**src/rtl/gpio_port_pkg.sv**
```systemverilog
// Package gpio_port_pkg
// Shared types and constants of the register-mapped GPIO port.
// Assumes a 32-bit data bus and a two-bit word index.
package gpio_port_pkg;
    localparam int BUS_W  = 32;
    localparam int ADDR_W = 2;
    localparam int MAX_PINS = 32;

    // Word index of each register (byte offset = index * 4)
    localparam logic [ADDR_W-1:0] IDX_DATA = 2'd0;
    localparam logic [ADDR_W-1:0] IDX_DIR  = 2'd1;
    localparam logic [ADDR_W-1:0] IDX_MASK = 2'd2;
    localparam logic [ADDR_W-1:0] IDX_CAP  = 2'd3;

    // Build-time interrupt trigger kind
    typedef enum logic [1:0] {
        TRIG_RISE  = 2'd0,
        TRIG_FALL  = 2'd1,
        TRIG_BOTH  = 2'd2,
        TRIG_LEVEL = 2'd3
    } trig_e;
endpackage

```
**src/rtl/gpio_in_sync.sv**
```systemverilog
// Module gpio_in_sync
// Two-flop synchronizer for asynchronous pin levels, plus one more
// register that holds the synchronized level of the previous cycle
// for edge detection. Assumes pins are quasi-static relative to clk.
module gpio_in_sync #(
    parameter int NUM_PINS = 8
) (
    input  logic                clk,
    input  logic                rst_n,
    input  logic [NUM_PINS-1:0] pin_in,
    output logic [NUM_PINS-1:0] lvl_q,
    output logic [NUM_PINS-1:0] lvl_prev_q
);
    logic [NUM_PINS-1:0] meta_q;

    // Synchronizer chain and previous-level register
    always_ff @(posedge clk) begin
        if (!rst_n) begin
            meta_q     <= '0;
            lvl_q      <= '0;
            lvl_prev_q <= '0;
        end else begin
            meta_q     <= pin_in;
            lvl_q      <= meta_q;
            lvl_prev_q <= lvl_q;
        end
    end
endmodule

```
**src/rtl/gpio_edge_cap.sv**
```systemverilog
// Module gpio_edge_cap
// Sticky per-pin edge capture. The trigger kind is fixed by TRIG.
// A new edge wins over a clear of the same bit in the same cycle.
// In level mode the register is absent and reads as zero.
// Assumes lvl / lvl_prev come from gpio_in_sync.
module gpio_edge_cap
    import gpio_port_pkg::*;
#(
    parameter int    NUM_PINS = 8,
    parameter trig_e TRIG     = TRIG_RISE
) (
    input  logic                clk,
    input  logic                rst_n,
    input  logic [NUM_PINS-1:0] lvl,
    input  logic [NUM_PINS-1:0] lvl_prev,
    input  logic                clr_en,
    input  logic [NUM_PINS-1:0] clr_bits,
    output logic [NUM_PINS-1:0] cap_q
);
    generate
        if (TRIG == TRIG_LEVEL) begin : g_level
            // No capture storage in level mode
            logic unused_level_in;
            assign unused_level_in = ^{lvl, lvl_prev, clr_en, clr_bits, clk, rst_n};
            assign cap_q = '0;
        end else begin : g_edge
            logic [NUM_PINS-1:0] evt;
            logic [NUM_PINS-1:0] cap_d;

            if (TRIG == TRIG_RISE) begin : g_rise
                assign evt = lvl & ~lvl_prev;
            end else if (TRIG == TRIG_FALL) begin : g_fall
                assign evt = ~lvl & lvl_prev;
            end else begin : g_both
                assign evt = lvl ^ lvl_prev;
            end

            for (genvar i = 0; i < NUM_PINS; i++) begin : g_bit
                // Next state per bit: set by edge, else clear by write-one
                assign cap_d[i] = evt[i] | (cap_q[i] & ~(clr_en & clr_bits[i]));
            end

            // Capture register update
            always_ff @(posedge clk) begin
                if (!rst_n) cap_q <= '0;
                else        cap_q <= cap_d;
            end
        end
    endgenerate
endmodule

```
**src/rtl/gpio_ctrl_regs.sv**
```systemverilog
// Module gpio_ctrl_regs
// Software-written registers: output value, direction and interrupt
// mask. Only the low NUM_PINS bits of a write are stored.
module gpio_ctrl_regs
    import gpio_port_pkg::*;
#(
    parameter int NUM_PINS = 8
) (
    input  logic                clk,
    input  logic                rst_n,
    input  logic                wr,
    input  logic [ADDR_W-1:0]   addr,
    input  logic [NUM_PINS-1:0] wbits,
    output logic [NUM_PINS-1:0] data_q,
    output logic [NUM_PINS-1:0] dir_q,
    output logic [NUM_PINS-1:0] mask_q
);
    // Register writes decoded by word index
    always_ff @(posedge clk) begin
        if (!rst_n) begin
            data_q <= '0;
            dir_q  <= '0;
            mask_q <= '0;
        end else if (wr) begin
            case (addr)
                IDX_DATA: data_q <= wbits;
                IDX_DIR:  dir_q  <= wbits;
                IDX_MASK: mask_q <= wbits;
                default:  ;
            endcase
        end
    end
endmodule

```
**src/rtl/gpio_read_mux.sv**
```systemverilog
// Module gpio_read_mux
// Registered read path. The selected register is zero-extended to the
// bus width on a read strobe, and the result is held between reads.
module gpio_read_mux
    import gpio_port_pkg::*;
#(
    parameter int NUM_PINS = 8
) (
    input  logic                clk,
    input  logic                rst_n,
    input  logic                rd,
    input  logic [ADDR_W-1:0]   addr,
    input  logic [NUM_PINS-1:0] lvl,
    input  logic [NUM_PINS-1:0] dir,
    input  logic [NUM_PINS-1:0] mask,
    input  logic [NUM_PINS-1:0] cap,
    output logic [BUS_W-1:0]    rdata
);
    logic [NUM_PINS-1:0] sel;

    // Select the addressed register
    always_comb begin
        case (addr)
            IDX_DATA: sel = lvl;
            IDX_DIR:  sel = dir;
            IDX_MASK: sel = mask;
            default:  sel = cap;
        endcase
    end

    // Load read data on strobe, hold otherwise
    always_ff @(posedge clk) begin
        if (!rst_n)  rdata <= '0;
        else if (rd) rdata <= BUS_W'(sel);
    end
endmodule

```
**src/rtl/gpio_edge_port.sv**
```systemverilog
// Module gpio_edge_port
// Register-mapped GPIO port with output value / direction registers,
// synchronized inputs, sticky edge capture and one masked interrupt.
// Assumes NUM_PINS is between 1 and 32 and TRIG is fixed at build time.
module gpio_edge_port
    import gpio_port_pkg::*;
#(
    parameter int    NUM_PINS = 8,
    parameter trig_e TRIG     = TRIG_RISE
) (
    input  logic                clk,
    input  logic                rst_n,
    input  logic                bus_wr,
    input  logic                bus_rd,
    input  logic [1:0]          bus_addr,
    input  logic [31:0]         bus_wdata,
    output logic [31:0]         bus_rdata,
    input  logic [NUM_PINS-1:0] pin_in,
    output logic [NUM_PINS-1:0] pin_out,
    output logic [NUM_PINS-1:0] pin_oe,
    output logic                irq
);
    logic [NUM_PINS-1:0] lvl_q;
    logic [NUM_PINS-1:0] lvl_prev_q;
    logic [NUM_PINS-1:0] data_q;
    logic [NUM_PINS-1:0] dir_q;
    logic [NUM_PINS-1:0] mask_q;
    logic [NUM_PINS-1:0] cap_q;
    logic [NUM_PINS-1:0] wbits;
    logic                clr_en;

    assign wbits  = bus_wdata[NUM_PINS-1:0];
    assign clr_en = bus_wr && (bus_addr == IDX_CAP);

    generate
        if (NUM_PINS < BUS_W) begin : g_upper
            logic unused_wdata_hi;
            assign unused_wdata_hi = ^bus_wdata[BUS_W-1:NUM_PINS];
        end
    endgenerate

    gpio_in_sync #(.NUM_PINS(NUM_PINS)) u_sync (
        .clk        (clk),
        .rst_n      (rst_n),
        .pin_in     (pin_in),
        .lvl_q      (lvl_q),
        .lvl_prev_q (lvl_prev_q)
    );

    gpio_ctrl_regs #(.NUM_PINS(NUM_PINS)) u_regs (
        .clk    (clk),
        .rst_n  (rst_n),
        .wr     (bus_wr),
        .addr   (bus_addr),
        .wbits  (wbits),
        .data_q (data_q),
        .dir_q  (dir_q),
        .mask_q (mask_q)
    );

    gpio_edge_cap #(.NUM_PINS(NUM_PINS), .TRIG(TRIG)) u_cap (
        .clk      (clk),
        .rst_n    (rst_n),
        .lvl      (lvl_q),
        .lvl_prev (lvl_prev_q),
        .clr_en   (clr_en),
        .clr_bits (wbits),
        .cap_q    (cap_q)
    );

    gpio_read_mux #(.NUM_PINS(NUM_PINS)) u_rd (
        .clk   (clk),
        .rst_n (rst_n),
        .rd    (bus_rd),
        .addr  (bus_addr),
        .lvl   (lvl_q),
        .dir   (dir_q),
        .mask  (mask_q),
        .cap   (cap_q),
        .rdata (bus_rdata)
    );

    assign pin_out = data_q;
    assign pin_oe  = dir_q;

    generate
        if (TRIG == TRIG_LEVEL) begin : g_irq_level
            // Level mode: masked live levels
            assign irq = |(lvl_q & mask_q);
        end else begin : g_irq_edge
            // Edge modes: masked sticky captures
            assign irq = |(cap_q & mask_q);
        end
    endgenerate
endmodule

```
**config.mk**
```make
export PLATFORM = sky130hd
export DESIGN_NAME = gpio_edge_port
export DESIGN_NICKNAME = d
export VERILOG_FILES = /design/src/rtl/gpio_port_pkg.sv /design/src/rtl/gpio_in_sync.sv /design/src/rtl/gpio_edge_cap.sv /design/src/rtl/gpio_ctrl_regs.sv /design/src/rtl/gpio_read_mux.sv /design/src/rtl/gpio_edge_port.sv
export SDC_FILE = /design/constraint.sdc
export NUM_CORES = 1
export LEC_CHECK = 0
export BUFFER_PORTS_ARGS = -buffer_cell sky130_fd_sc_hd__clkbuf_2
export CAP_MARGIN = 30
export CORE_MARGIN = 2
export CORE_UTILIZATION = 44
export CTS_CLUSTER_DIAMETER = 120
export DETAILED_ROUTE_END_ITERATION = 8
export PLACE_DENSITY_LB_ADDON = 0.3
export SYNTH_ARGS = -nofsm -noshare
export SYNTH_HDL_FRONTEND = slang
export SYNTH_HIERARCHICAL = 1
export SYNTH_SLANG_ARGS = --single-unit
```
**constraint.sdc**
```tcl
create_clock -name clk -period 2.1 [get_ports clk]
set_clock_uncertainty 0.1 [all_clocks]
set_input_delay 0.21 -clock clk [delete_from_list [all_inputs] [get_ports clk]]
set_output_delay 0.21 -clock clk [all_outputs]
set_load 0.005 [all_outputs]
```
### Word-level counts from Yosys, hierarchy flattened

Cells that the tools add are included.

* muxes and demuxes: 1
* shifts and indexed selects: 0
* equality and inequality tests: 3
* reduce and logical (&&, ||, !) cells: 6
* order comparisons: 0
* add/sub/neg operators: 0
* bitwise gates (word level): 35
* multiply operators: 0
* div/mod/pow operators: 0

Operator list (count)
* case mux 8 bit (3 select lines): 1
* bitwise AND 1 bit: 16
* bitwise AND 8 bit: 2
* NOT 1 bit: 8
* NOT 8 bit: 1
* OR 1 bit: 8
* OR reduction 8 bit: 1
* AND reduction 2 bit: 3
* == test 2 bit, second input constant: 2
* == test 2 x 1 -> 1 bit, second input constant: 1
* zero test 2 bit: 1
* logical AND 1 bit: 1

* bits in read-only memories: 0
* RAM bits: 0
* memories: 0
* latch bits: 0
* input port bits: 46
* bits in registers: 64

### Longest topological paths before layout

* word-level depth: 6
* gate-level depth with buffers: 4

### Cells and area by module

Netlist, hierarchy kept.

By module, submodules not included
* gpio_ctrl_regs: times used 1, area an instance 899.6 µm², cells an instance 89
* gpio_read_mux: times used 1, area an instance 696.9 µm², cells an instance 71
* gpio_in_sync: times used 1, area an instance 675.6 µm², cells an instance 50
* gpio_edge_cap: times used 1, area an instance 354.1 µm², cells an instance 34
* gpio_edge_port: times used 1, area an instance 42.5 µm², cells an instance 6

### Least setup slack after synthesis

Ideal clock, no wire load.

* path kind: in2reg
* from: in bus_addr[1]
* to: reg u_regs.data_q[0]
* setup time: 0.119 ns
* cell stages on the path: 3
* setup slack: 1.042 ns
* data arrival time: 0.839 ns
* cells stage by stage: or3b_1 buf_6 mux2i_1

* longest elaborated chain between the ends: 2

RTL lines
* start: declaration: RTL line gpio_edge_port.sv:15 `input logic [1:0] bus_addr,`
* zero test 2 bit: RTL line gpio_ctrl_regs.sv:25 `case (addr)`
* AND reduction 2 bit (no source line)
* end signal: assignment: RTL line gpio_ctrl_regs.sv:26 `IDX_DATA: data_q <= wbits;`
* end: declaration: RTL line gpio_ctrl_regs.sv:14 `output logic [NUM_PINS-1:0] data_q,`

No other way between the ends.
A chain may end at the register's enable or synchronous reset.

### Final worst setup path

* from: reg u_cap.cap_q[1]
* to: out irq

* longest elaborated chain between the ends: 2

RTL lines
* start: declaration: RTL line gpio_edge_cap.sv:18 `output logic [NUM_PINS-1:0] cap_q`
* start signal: assignment: RTL line gpio_edge_cap.sv:46 `else cap_q <= cap_d;`
* bitwise AND 8 bit: RTL line gpio_edge_port.sv:92 `assign irq = |(cap_q & mask_q);`
* OR reduction 8 bit: RTL line gpio_edge_port.sv:92
* end: declaration: RTL line gpio_edge_port.sv:21 `output logic irq`

No other way between the ends.

==> reports/qor.json <==
{
  "status": "finished, final reports clean",
  "area.growth.synth_to_final_pct": 15.0,
  "post-route-drc-count": 0,
  "netlist_instances": 250,
  "antenna_cells_inserted": 0,
  "critPathKind": "register to output port",
  "design_power_total_mw": 2.39,
  "dieHeight_microns": 81.9,
  "worst_r2r_startpoint": "u_sync/lvl_q[3]",
  "cts_inserted_buffers": 9,
  "globalRoute.totalOverflow": 0,
  "hp-class": "input pin to register",
  "ant_nets": 0,
  "power-per-cell-area_nw_per_um2": 780,
  "worst_setup_path_startpoint": "u_cap/cap_q[1]",
  "slew_headroom_pct": 61.1,
  "grt_max_degree": 36,
  "min_period_ps": 1500,
  "setup_repair_after_global_routing_missed_its_margin": "no",
  "ctsLongestPathBuffers": 2,
  "placement.cell_area_sq_um": 2820,
  "fill_cells": 569,
  "clock_insertion_delay_worst_skew_ps": 340,
  "initialDrtViolationCount": 54,
  "asyncSetResetFlopFracSynth_pct": 0,
  "drv_slew": 0,
  "die-area_sq_um": 6700,
  "synth_top_area_cell": "sky130_fd_sc_hd__dfxtp_1",
  "report.final.setup_viol": 0,
  "finish.net_count": 349,
  "drt-wirelength-per-cell_microns": 13.3,
  "synth-warning-count": 6,
  "drt_wl_total_microns": 5070,
  "layout_commonest_cell": "sky130_fd_sc_hd__dfxtp_1",
  "grt_pass1_vias": 1707,
  "ff_latch_area_sq_um": 1280,
  "cts.reportedPaths.clkPinSlew_ps": 60,
  "timing.critical_path.max_delay_family": "flip-flops",
  "critPathCapture": "irq",
  "critical_path.endpoint_type": "output port",
  "p_leak_nw": 1.44,
  "cts.sinks": 64,
  "global_route_wire_length_before_repair_microns": 7910,
  "regToRegSetupSlack_ps": 1150,
  "yosys.area.top_type_share_pct": 48.0,
  "timing.critical_path.fanout_max": 3,
  "r2r_depth": 2,
  "path_buf_inv": 1,
  "post_route_cells_drive_above_1_share_pct": 29.6,
  "arrival_ps": 1190,
  "htree_num_levels": 3,
  "cts_post_setup_buffers_inserted": 0,
  "worst_r2r_endpoint": "u_cap/cap_q[3]",
  "clockRootBuffer": "sky130_fd_sc_hd__clkbuf_8",
  "io_buffers": 46,
  "post-route-cell-area_sq_um": 3070,
  "worst-slew-pin-transition_ps": 584,
  "gp_congestion": 0.763,
  "design.portCount": 95,
  "routed_via_density": 4.84,
  "critPathLaunchType": "register",
  "crit_path_max_incr_delay_ps": 330,
  "initial_core_util_pct": 45.3,
  "number_of_enable_flip_flop_cells_after_synthesis": 0,
  "instance_count_after_placement_with_tap_cells_included": 359,
  "clock.fmax_ghz": 0.668,
  "worst_path_required_time_ps": 1790,
  "floorplan.core_area_sq_um": 5890,
  "synth.ff_latch_count": 64,
  "finalHoldViolCount": 0,
  "synth.distinct_cells": 24,
  "dr_total_vias": 1849,
  "finalWorstSetupSlack_ps": 602,
  "maximum_ir_drop_on_the_vdd_rail_mv": 0.576,
  "globalRouteTotalUtil_pct": 16.3,
  "maxCapViolCount": 0,
  "dieWidth_microns": 81.9,
  "fin_crit_sh_pct": 71.3,
  "crit_chain": "a22oi_1, nand4_1, clkbuf_2",
  "tritoncts": "built",
  "synth.top_cells.by_area": "sky130_fd_sc_hd__dfxtp_1 (48%), sky130_fd_sc_hd__mux2i_1 (15%), sky130_fd_sc_hd__buf_4 (6.8%)",
  "synth.cell_area_sq_um": 2670,
  "cp.depth": 3,
  "worst_path_max_delay_cell": "sky130_fd_sc_hd__dfxtp_1",
  "mean_post_synth_cell_area_sq_um": 10.7,
  "drtPass1Iterations": 4,
  "synth_seq_area_share_pct": 48.0,
  "multi_input_area_sq_um": 1180,
  "rows": 28,
  "postSynth.topFlopCell": "sky130_fd_sc_hd__dfxtp_1",
  "mostFrequentLayoutCells": "sky130_fd_sc_hd__dfxtp_1 (64), sky130_fd_sc_hd__clkbuf_2 (46), sky130_fd_sc_hd__nand2_1 (40), sky130_fd_sc_hd__mux2i_1 (40), sky130_fd_sc_hd__conb_1 (24)",
  "detailedPlacementHpwl_microns": 3660,
  "initial_antenna_violation_count": 0,
  "finalNonFillerCells": 382,
  "place_worst_setup_slack_ps": 578,
  "final.setup.tns_ps": 0
}
==> worst min-delay path by stage <==
stage	from	endpoint	cells past startpoint
final	bus_wdata[3]	u_regs/mask_q[3]	3
after global routing	bus_wdata[2]	u_cap/cap_q[2]	3
after CTS	bus_wdata[1]	u_regs/mask_q[1]	3
after detailed placement	u_sync/meta_q[2]	u_sync/lvl_q[2]	1
after global placement	u_sync/meta_q[2]	u_sync/lvl_q[2]	1
after floorplan	pin_in[0]	u_sync/meta_q[0]	1
==> worst reg2reg max path: stages (launching register included) <==
cell and delay [ps]:
sky130_fd_sc_hd__dfxtp_1 330, sky130_fd_sc_hd__and3b_2 210, sky130_fd_sc_hd__a31o_2 200
==> per-stage QoR <==
stage                     utilization [%]  hold WS (ps)
after floorplan                         -           237
after global placement               47.9           319
after detailed placement             47.9           319
after CTS                            52.1          62.9
after global routing                 52.1          78.9
final                                52.1          79.2
==> cells in the mapped netlist (2+ instances only) <==
cell type,count
sky130_fd_sc_hd__dfxtp_1,64
sky130_fd_sc_hd__mux2i_1,40
sky130_fd_sc_hd__nand2_1,40
sky130_fd_sc_hd__buf_4,24
sky130_fd_sc_hd__and2_2,18
sky130_fd_sc_hd__nand3b_1,9
sky130_fd_sc_hd__o221ai_1,8
sky130_fd_sc_hd__and3b_2,7
sky130_fd_sc_hd__and2_1,6
sky130_fd_sc_hd__buf_6,5
sky130_fd_sc_hd__a22oi_1,4
sky130_fd_sc_hd__a31o_1,4
sky130_fd_sc_hd__a31o_2,4
sky130_fd_sc_hd__clkbuf_1,3
sky130_fd_sc_hd__clkbuf_2,3
sky130_fd_sc_hd__and3b_1,2
sky130_fd_sc_hd__buf_2,2
==> what timing repair did <==
action,in CTS,in global routing
hold buffers,8,0
endpoints found under the hold margin,8,0
setup endpoints to repair,0,0
resized for setup,0,0
==> flip-flops by register name, indices dropped and copies added (netlist names) <==
name	flops
u_cap/cap_q	8
u_rd/rdata	8
u_regs/data_q	8
u_regs/dir_q	8
u_regs/mask_q	8
u_sync/lvl_prev_q	8
u_sync/lvl_q	8
u_sync/meta_q	8
==> cell type report <==
| type | count | share of cell area, % |
|---|---|---|
| clock buffers | 15 | 5.42 |
| multi-input cells | 171 | 38.5 |
| flip-flops and latches | 64 | 41.8 |
| well taps | 75 | 3.06 |
| repair buffers | 57 | 11.3 |
==> power by group <==
part	internal [mW]	switching, mW
combinational	0.0961	0.101
sequential	1.26	0.0269
clock	0.489	0.420
total	1.85	0.548
==> logic make-up after synthesis <==
| group | after synthesis | synth area share, % |
|---|---|---|
| AOI/OAI and AO/OA | 20 | 6.38 |
| buffers and inverters | 38 | 11.0 |
| DFF | 64 | 48.0 |
| muxes | 40 | 15.0 |
| other | 1 | 0.141 |
| and+or+nand+nor | 87 | 19.5 |
==> metal layers <==
metal  GRT usage, %  routed length [microns]  part of all wire, %
met5              0                        0                    0
met4           6.00                       76                  1.5
met3           7.91                      346                  6.8
met2           25.8                     2400                   47
met1           19.0                     2250                   44
Power figures use the tool's default switching activity.
